==> config.mk <==
export PLATFORM = sky130hd
export DESIGN_NAME = dma_readback_seq
export DESIGN_NICKNAME = d
export VERILOG_FILES = /design/src/rtl/dmarb_pkg.sv /design/src/rtl/rb_status_fmt.sv /design/src/rtl/rb_entry_pack.sv /design/src/rtl/rb_buffer.sv /design/src/rtl/dma_readback_seq.sv
export SDC_FILE = /design/constraint.sdc
export NUM_CORES = 1
export LEC_CHECK = 0
export ABC_AREA = 0
export BUFFER_PORTS_ARGS = -buffer_cell sky130_fd_sc_hd__buf_2
export CORE_UTILIZATION = 60
export CTS_BUF_LIST = sky130_fd_sc_hd__clkbuf_8
export CTS_CLUSTER_SIZE = 24
export DETAILED_ROUTE_END_ITERATION = 6
export MAX_ROUTING_LAYER = met4
export PLACE_DENSITY = 0.83
export SLEW_MARGIN = 20
export SYNTH_ARGS = -nofsm -noshare
export SYNTH_HDL_FRONTEND = slang
export SYNTH_SLANG_ARGS = --single-unit
==> constraint.sdc <==
create_clock -name clk -period 3.85 [get_ports clk]
set_input_delay 0.5775 -clock clk [delete_from_list [all_inputs] [get_ports clk]]
set_output_delay 0.5775 -clock clk [all_outputs]
set_load 0.005 [all_outputs]
==> src/rtl/dmarb_pkg.sv <==
package dmarb_pkg;
   localparam int NUM_FIELDS = 7;

   typedef enum logic [2:0] {
      FLD_STATUS = 3'd0,
      FLD_CNT_LO = 3'd1,
      FLD_CNT_HI = 3'd2,
      FLD_A_LO   = 3'd3,
      FLD_A_HI   = 3'd4,
      FLD_B_LO   = 3'd5,
      FLD_B_HI   = 3'd6
   } field_e;
endpackage

==> src/rtl/rb_status_fmt.sv <==
module rb_status_fmt #(
   parameter int DATA_W    = 8,
   parameter int READY_BIT = 1,
   parameter int IRQ_BIT   = 3
) (
   input  logic [DATA_W-1:0] flags,
   input  logic              ready,
   input  logic              irq,
   output logic [DATA_W-1:0] status_byte
);
   logic [DATA_W-1:0] not_ready_term;
   logic [DATA_W-1:0] no_irq_term;

   always_comb begin
      not_ready_term = '0;
      no_irq_term    = '0;
      not_ready_term[READY_BIT] = ~ready;
      no_irq_term[IRQ_BIT]      = ~irq;
      status_byte = flags | not_ready_term | no_irq_term;
   end
endmodule

==> src/rtl/rb_entry_pack.sv <==
module rb_entry_pack
   import dmarb_pkg::*;
#(
   parameter int DATA_W = 8,
   parameter int WORD_W = 16,
   localparam int DEPTH = NUM_FIELDS,
   localparam int CW    = $clog2(DEPTH + 1)
) (
   input  logic [DEPTH-1:0]             mask,
   input  logic [DATA_W-1:0]            status_byte,
   input  logic [WORD_W-1:0]            count,
   input  logic [WORD_W-1:0]            addr_a,
   input  logic [WORD_W-1:0]            addr_b,
   output logic [DEPTH-1:0][DATA_W-1:0] packed_q,
   output logic [CW-1:0]                packed_n
);
   localparam int NWORDS = 3;

   logic [DEPTH-1:0][DATA_W-1:0] src;
   logic [NWORDS-1:0][WORD_W-1:0] words;

   assign words[0] = count;
   assign words[1] = addr_a;
   assign words[2] = addr_b;
   assign src[FLD_STATUS] = status_byte;

   // each 16-bit word supplies two consecutive fields: low byte first
   for (genvar w = 0; w < NWORDS; w++) begin : g_split
      assign src[1 + 2*w]     = words[w][DATA_W-1:0];
      assign src[1 + 2*w + 1] = words[w][WORD_W-1:DATA_W];
   end

   always_comb begin
      logic [CW-1:0] slot;
      slot     = '0;
      packed_q = '0;
      for (int j = 0; j < DEPTH; j++) begin
         if (mask[j]) begin
            packed_q[slot] = src[j];
            slot = slot + 1'b1;
         end
      end
      packed_n = slot;
   end
endmodule

==> src/rtl/rb_buffer.sv <==
module rb_buffer #(
   parameter int DATA_W        = 8,
   parameter int DEPTH         = 7,
   parameter bit LIVE_FALLBACK = 1'b1,
   localparam int CW           = $clog2(DEPTH + 1)
) (
   input  logic                         clk,
   input  logic                         rst_n,
   input  logic                         load,
   input  logic                         advance,
   input  logic [DEPTH-1:0][DATA_W-1:0] load_data,
   input  logic [CW-1:0]                load_n,
   input  logic [DATA_W-1:0]            live_status,
   output logic [CW-1:0]                cnt,
   output logic [CW-1:0]                ptr,
   output logic [DATA_W-1:0]            dout
);
   logic [DEPTH-1:0][DATA_W-1:0] mem_q;
   logic [DATA_W-1:0]            empty_val;
   logic                         at_last;

   assign at_last = (ptr == cnt - 1'b1);

   always_ff @(posedge clk) begin
      if (!rst_n) begin
         mem_q <= '0;
         cnt   <= '0;
         ptr   <= '0;
      end else if (load) begin
         mem_q <= load_data;
         cnt   <= load_n;
         ptr   <= '0;
      end else if (advance && cnt != '0) begin
         ptr <= at_last ? '0 : ptr + 1'b1;
      end
   end

   if (LIVE_FALLBACK) begin : g_live
      assign empty_val = live_status;
   end else begin : g_zero
      assign empty_val = '0;
   end

   assign dout = (cnt == '0) ? empty_val : mem_q[ptr[$clog2(DEPTH)-1:0]];
endmodule

==> src/rtl/dma_readback_seq.sv <==
module dma_readback_seq
   import dmarb_pkg::*;
#(
   parameter int DATA_W        = 8,
   parameter int WORD_W        = 16,
   parameter int READY_BIT     = 1,
   parameter int IRQ_BIT       = 3,
   parameter bit LIVE_FALLBACK = 1'b1
) (
   input  logic              clk,
   input  logic              rst_n,
   input  logic              rd_strobe,
   input  logic              cmd_status_pulse,
   input  logic              cmd_seq_pulse,
   input  logic              mask_wr_pulse,
   input  logic [6:0]        rd_mask,
   input  logic [DATA_W-1:0] stat_reg,
   input  logic              ready_act,
   input  logic              irq_pend,
   input  logic [WORD_W-1:0] xfer_count,
   input  logic [WORD_W-1:0] cur_addr_a,
   input  logic [WORD_W-1:0] cur_addr_b,
   output logic [DATA_W-1:0] rd_data
);
   localparam int DEPTH = NUM_FIELDS;
   localparam int CW    = $clog2(DEPTH + 1);

   if (WORD_W != 2 * DATA_W) begin : g_bad_word
      $error("WORD_W must be twice DATA_W");
   end
   if (READY_BIT >= DATA_W || IRQ_BIT >= DATA_W || READY_BIT == IRQ_BIT) begin : g_bad_bits
      $error("READY_BIT and IRQ_BIT must be distinct bits inside DATA_W");
   end

   logic [DATA_W-1:0]            live_status;
   logic [DEPTH-1:0][DATA_W-1:0] packed_q;
   logic [CW-1:0]                packed_n;
   logic [CW-1:0]                buf_cnt;
   logic [CW-1:0]                rd_ptr;
   logic                         rebuild;

   assign rebuild = cmd_status_pulse | cmd_seq_pulse | mask_wr_pulse;

   rb_status_fmt #(
      .DATA_W(DATA_W), .READY_BIT(READY_BIT), .IRQ_BIT(IRQ_BIT)
   ) u_fmt (
      .flags(stat_reg), .ready(ready_act), .irq(irq_pend),
      .status_byte(live_status)
   );

   rb_entry_pack #(
      .DATA_W(DATA_W), .WORD_W(WORD_W)
   ) u_pack (
      .mask(rd_mask), .status_byte(live_status), .count(xfer_count),
      .addr_a(cur_addr_a), .addr_b(cur_addr_b),
      .packed_q(packed_q), .packed_n(packed_n)
   );

   rb_buffer #(
      .DATA_W(DATA_W), .DEPTH(DEPTH), .LIVE_FALLBACK(LIVE_FALLBACK)
   ) u_buf (
      .clk(clk), .rst_n(rst_n), .load(rebuild), .advance(rd_strobe),
      .load_data(packed_q), .load_n(packed_n), .live_status(live_status),
      .cnt(buf_cnt), .ptr(rd_ptr), .dout(rd_data)
   );
endmodule

After elaboration in Yosys (flattened, before gate mapping)
Index checks and enable logic that the tools add are counted.
Word-level totals
  logic and storage cells: 84
  register bits: 62
  input port bits: 71
  output and inout port bits: 8
Operators by class
  bitwise operators: 7
  magnitude comparators: 13
  reduce and logical (&&, ||, !) cells: 10
  eq/ne operators: 1
  mux-type cells: 36
  $add $sub $neg: 8
Operators with widths (count)
  bitwise mux 56 bit: 6
  two-way mux 56 bit: 6
  demux 8 bit (select 3 bit): 6
  two-way mux 8 bit: 9
  binary-select mux 8 bit (select 3 bit): 1
  < comparator 3 x 4 -> 1 bit (second input constant): 6
  two-way mux 3 bit: 7
  adder 3 x 1 -> 3 bit (second input constant): 6
  greater-or-equal comparator 3 x 1 -> 1 bit (second input constant): 5
  bitwise OR 8 x 2 -> 8 bit: 1
  bitwise OR 8 x 4 -> 8 bit: 1
  logical AND 1 bit: 7
  < comparator 1 x 4 -> 1 bit (second input constant): 1
  == test 3 bit: 1
  logical NOT 3 bit: 1
  inverter 1 bit: 3
  nonzero test 3 bit: 1
  subtractor 3 x 1 -> 3 bit (second input constant): 1
  adder 1 x 1 -> 2 bit (second input constant): 1
  bitwise OR 1 bit: 2
  OR reduction 2 bit: 1
  greater-or-equal comparator 1 bit (second input constant): 1
  two-way mux 1 bit: 1

Longest topological paths before layout
  depth in word-level cells: 17
  depth in mapped cells: 18
  mapped depth without buffers: 16

Cells and area by module
A second synthesis with hierarchy kept.
Second synthesis, totals
  cell total of the unflattened synthesis: 749
  area total of the unflattened synthesis: 6349.8 µm²
Modules (own cells, without submodules)
  rb_entry_pack: instances 1, sequential area each 0.0 µm², area an instance 3359.5 µm², cells an instance 456
  rb_buffer: instances 1, sequential area each 1241.2 µm², area an instance 2926.6 µm², cells an instance 284
  rb_status_fmt: instances 1, sequential area each 0.0 µm², area an instance 57.6 µm², cells an instance 8
  dma_readback_seq: instances 1, sequential area each 0.0 µm², area an instance 6.3 µm², cells an instance 1

Worst setup path after synthesis
Ideal clock, no wire load.
  kind: input -> register
  start point: in rd_mask[0]
  end point: reg u_buf.mem_q[49] (netlist bit)
  stages: 16
  required time: 3.776 ns
  path slack: 0.260 ns
  library setup time: 0.074 ns
  buffers on the path: 2
  arrival time: 3.516 ns
  path through: clkbuf_1 inv_1 ha_1 nand2b_1 nand2_1 ha_1 xor2_1 a32oi_1 o31ai_4 inv_2 ha_1 and3_1 o211a_1 buf_2 nand2b_2 o21ai_0
On the way
  longest elaborated chain between the ends: 17
  elaborated cells between the ends (all ways): 53
  classes of those cells: 5 x add/sub; 12 x order compare; 30 x mux; 6 x reduce/logical
RTL lines
  from (decl): RTL line dma_readback_seq.sv:16  | input logic [6:0] rd_mask,
  two-way mux 1 bit (*): RTL line rb_entry_pack.sv:38  | if (mask[j]) begin
  adder 1 x 1 -> 2 bit (tied with other cells): RTL line rb_entry_pack.sv:40  | slot = slot + 1'b1;
  two-way mux 3 bit or logical AND 1 bit (tied branches): RTL line rb_entry_pack.sv:38, rb_entry_pack.sv:39
  adder 3 x 1 -> 3 bit (tied with other cells): RTL line rb_entry_pack.sv:40
  two-way mux 3 bit (tied with other cells): RTL line rb_entry_pack.sv:38
  adder 3 x 1 -> 3 bit (tied with other cells): RTL line rb_entry_pack.sv:40
  two-way mux 3 bit (tied with other cells): RTL line rb_entry_pack.sv:38
  adder 3 x 1 -> 3 bit (tied with other cells): RTL line rb_entry_pack.sv:40
  two-way mux 3 bit (tied with other cells): RTL line rb_entry_pack.sv:38
  adder 3 x 1 -> 3 bit (tied with other cells): RTL line rb_entry_pack.sv:40
  two-way mux 3 bit (tied with other cells): RTL line rb_entry_pack.sv:38
  < comparator 3 x 4 -> 1 bit (implied by the code) (tied with other cells): RTL line rb_entry_pack.sv:39  | packed_q[slot] = src[j];
  logical AND 1 bit (implied by the code) (tied with other cells): RTL line rb_entry_pack.sv:39
  two-way mux 8 bit (implied by the code) or bitwise mux 56 bit (tied branches): RTL line rb_entry_pack.sv:39
  demux 8 bit (select 3 bit) or two-way mux 56 bit (tied branches)
  bitwise mux 56 bit: RTL line rb_entry_pack.sv:39
  two-way mux 56 bit (*): RTL line rb_entry_pack.sv:38
  to (signal assigned): RTL line rb_buffer.sv:30  | mem_q <= load_data;
  to (decl): RTL line rb_buffer.sv:18  | logic [DEPTH-1:0][DATA_W-1:0] mem_q;
Every way passes the cells marked *; elsewhere a longest branch is shown, timed or not.
A chain may end at the register's enable or synchronous reset.

Worst setup path after layout
  start point: in rd_mask[0]
  end point: reg u_buf.mem_q[30] (netlist bit)
Same word-level chain as after synthesis.

==> flow_metrics.tcl <==
set metrics [dict create \
    status "complete, no violations" \
    die_h_um 101 \
    p_leak_nw 2.66 \
    grt_usage_pct 45.4 \
    grt_pass1_vias 6282 \
    crit_top_cell "nor2_1" \
    synthesis.area_sq_um 5930 \
    dr_total_vias 6696 \
    nets 873 \
    io_pins 79 \
    cap_viol_max_count 0 \
    portBuffers 78 \
    async_flop_share_pct 0 \
    fin_crit_sh_pct 91.1 \
    drc 0 \
    yosys-top-cells-area "dfxtp_1, mux2i_1, nand3_1" \
    cts_setup_buffers 0 \
    relSlewSlack_pct 32.3 \
    viasPerCell 7.23 \
    grt_pass1_wl_mm 33.8 \
    grt_max_degree 77 \
    syn_avg_cell_area_sq_um 8.12 \
    htree_levels 3 \
    routed_wl_mm 21.9 \
    final.setup.worst_slack_ns 0.341 \
    dpl-instance-area_sq_um 6480 \
    cp-end-kind "flop" \
    preCtsSetupSlack_ns 0.0421 \
    pwr_density_cell_nw_per_um2 347 \
    synth_top_area_cell "dfxtp_1" \
    drt_iter0_drc 889 \
    dp.cells 909 \
    crit_type "input pin to flop" \
    initial_core_util_pct 63.0 \
    fmax_ghz 0.285 \
    ff_latch_area_sq_um 1240 \
    cts-buffers-inserted 9 \
    root_buffer "clkbuf_8" \
    num-fill-cells 757 \
    first_pass_iters 6 \
    routabilityCongestion 1.03 \
    synth-seq-cells 62 \
    start_kind "input pin" \
    ys.warnings.count 0 \
    holdWs_ns 0.467 \
    die_area_sq_um 10300 \
    ys_seq_area_share_pct 20.9 \
    cpPeakStageDelay_ns 0.61 \
    worstPathCellList "buf_2 -> fa_1 -> buf_4 -> nor3_1 -> nor2_1 -> a21oi_1 -> ha_1 -> nand3_1 -> nor2_1 -> a21oi_2 -> mux2i_1 -> o221ai_1" \
    fin_worst_skew_ns 0.00339 \
    cts_resized 0 \
    syn_to_final_growth_pct 12.2 \
    routedWlPerCell_um 23.7 \
    worstSkewPairLatency_ns 0.34 \
    overflow 0 \
    core_area_sq_um 9420 \
    synth_nets 812 \
    worstMarginPinSlew_ns 1.01 \
    critical_path_required_ns 4.06 \
    synth.distinct_cells 71 \
    min_period_ns 3.51 \
    report.final.slew_viol_count 0 \
    clk_pin_slew_ns 0.07 \
    antenna_found_initial 1 \
    cp_slowest_cell "mux2i_1" \
    fin_cells 926 \
    ys_dominant_reg_cell "dfxtp_1" \
    synth_cells 730 \
    clock-sinks 62 \
    layout_commonest_cell "nand3_1" \
    stdcell_area_sq_um 6660 \
    finalSetupViolCount 0 \
    hp-class "flop to flop" \
    rows 35 \
    hpwl_mm 16.7 \
    clk_path_buf_depth 2 \
    holdBufCountCts 0 \
    postRouteAntennaNets 0 \
    drive_gt1_share_pct 23.1 \
    arrival_ns 3.71 \
    peakVddDrop_uv 276 \
    cp_max_fo 11 \
    cts_tree "yes" \
    synth_edf_count 0 \
    rsz0062_at_grt "false" \
    synth_top_area_share_pct 20.9 \
    final_cell_mix "nand3_1, buf_2, mux2i_1" \
    fin_tns_setup_ns 0 \
    multi_input_area_sq_um 4370 \
    dieWidth_um 101 \
    hold_viol 0 \
]
[critical path: cells and delay by family]
kind / cells / cell delay, ns
and+or+nand+nor: 4 / 0.46
buffers and inverters: 2 / 0.34
AOI/OAI and AO/OA: 3 / 0.88
adders and majority gates: 2 / 0.84
muxes: 1 / 0.61
[report_power, final]
| group | switching, W | internal [W] |
|---|---|---|
| clock | 0.000257 | 0.000243 |
| combinational | 0.000638 | 0.000409 |
| sequential | 0.0000449 | 0.000714 |
| total | 0.000941 | 0.00137 |
[path summary, 6_finish.rpt]
path / startpoint / end / slack [ns] / cells past startpoint
min reg2reg: u_buf.cnt[1]$_SDFFE_PN0P_ / u_buf.cnt[1]$_SDFFE_PN0P_ / 0.47 / 2
max: rd_mask[0] / u_buf.mem_q[30]$_SDFFE_PN0P_ / 0.34 / 12
max reg2reg: u_buf.cnt[0]$_SDFFE_PN0P_ / u_buf.ptr[2]$_SDFFE_PP0P_ / 1.89 / 6
min: u_buf.cnt[1]$_SDFFE_PN0P_ / u_buf.cnt[1]$_SDFFE_PN0P_ / 0.47 / 2
[through the flow]
step / total power (W) / utilization, %
after detailed placement: 0.00178 / 68.8
final: 0.00231 / 70.7
after global placement: 0.00175 / 68.8
after CTS: 0.00226 / 70.6
after floorplan: 0.00143 / -
after global routing: 0.00240 / 70.7
[cell type report]
type / count / area share [%]
Inverter: 15 / 0.846
Sequential cell: 62 / 18.7
Multi-Input combinational cell: 590 / 65.7
Clock inverter: 6 / 0.451
Antenna cell: 1 / 0.0376
Clock buffer: 10 / 2.07
Timing Repair Buffer: 113 / 9.81
Tap cell: 129 / 2.43
[flip-flops by register name, indices dropped and copies added (netlist names)]
| name | count |
|---|---|
| u_buf.cnt | 3 |
| u_buf.ptr | 3 |
| u_buf.mem_q | 56 |
[cells by family after synthesis]
logic type / count (synthesis) / share of synthesized area [%]
AO/OA/AOI/OAI: 220 / 27.6
XOR/XNOR: 21 / 4.11
adder cells (fa/ha/maj): 11 / 2.45
buffers and inverters: 78 / 5.51
flip-flops: 62 / 20.9
multiplexers: 95 / 18.2
AND/OR/NAND/NOR: 243 / 21.2
[cell usage after synthesis, drive strengths merged (10+ instances only)]
cell and count:
o211ai 24, o221ai 18, nand4 10, buf 27, and3 22, nand2 49, a31oi 17, mux2i 63
o21ai 70, o2bb2ai 17, ha 10, mux2 24, nor2 22, dfxtp 62, clkbuf 36, inv 15
a22o 10, nand3 102
[layer usage]
layer | track usage [%] | share of wire [%] | vias up
met4 | 26.4 | 7.1 | 0
met5 | - | 0 | -
met3 | 11.9 | 12 | 118
met1 | 55.0 | 38 | 3139
li1 | - | - | 2943
met2 | 67.8 | 43 | 496
No activity file was read; power rests on OpenSTA's default activity.
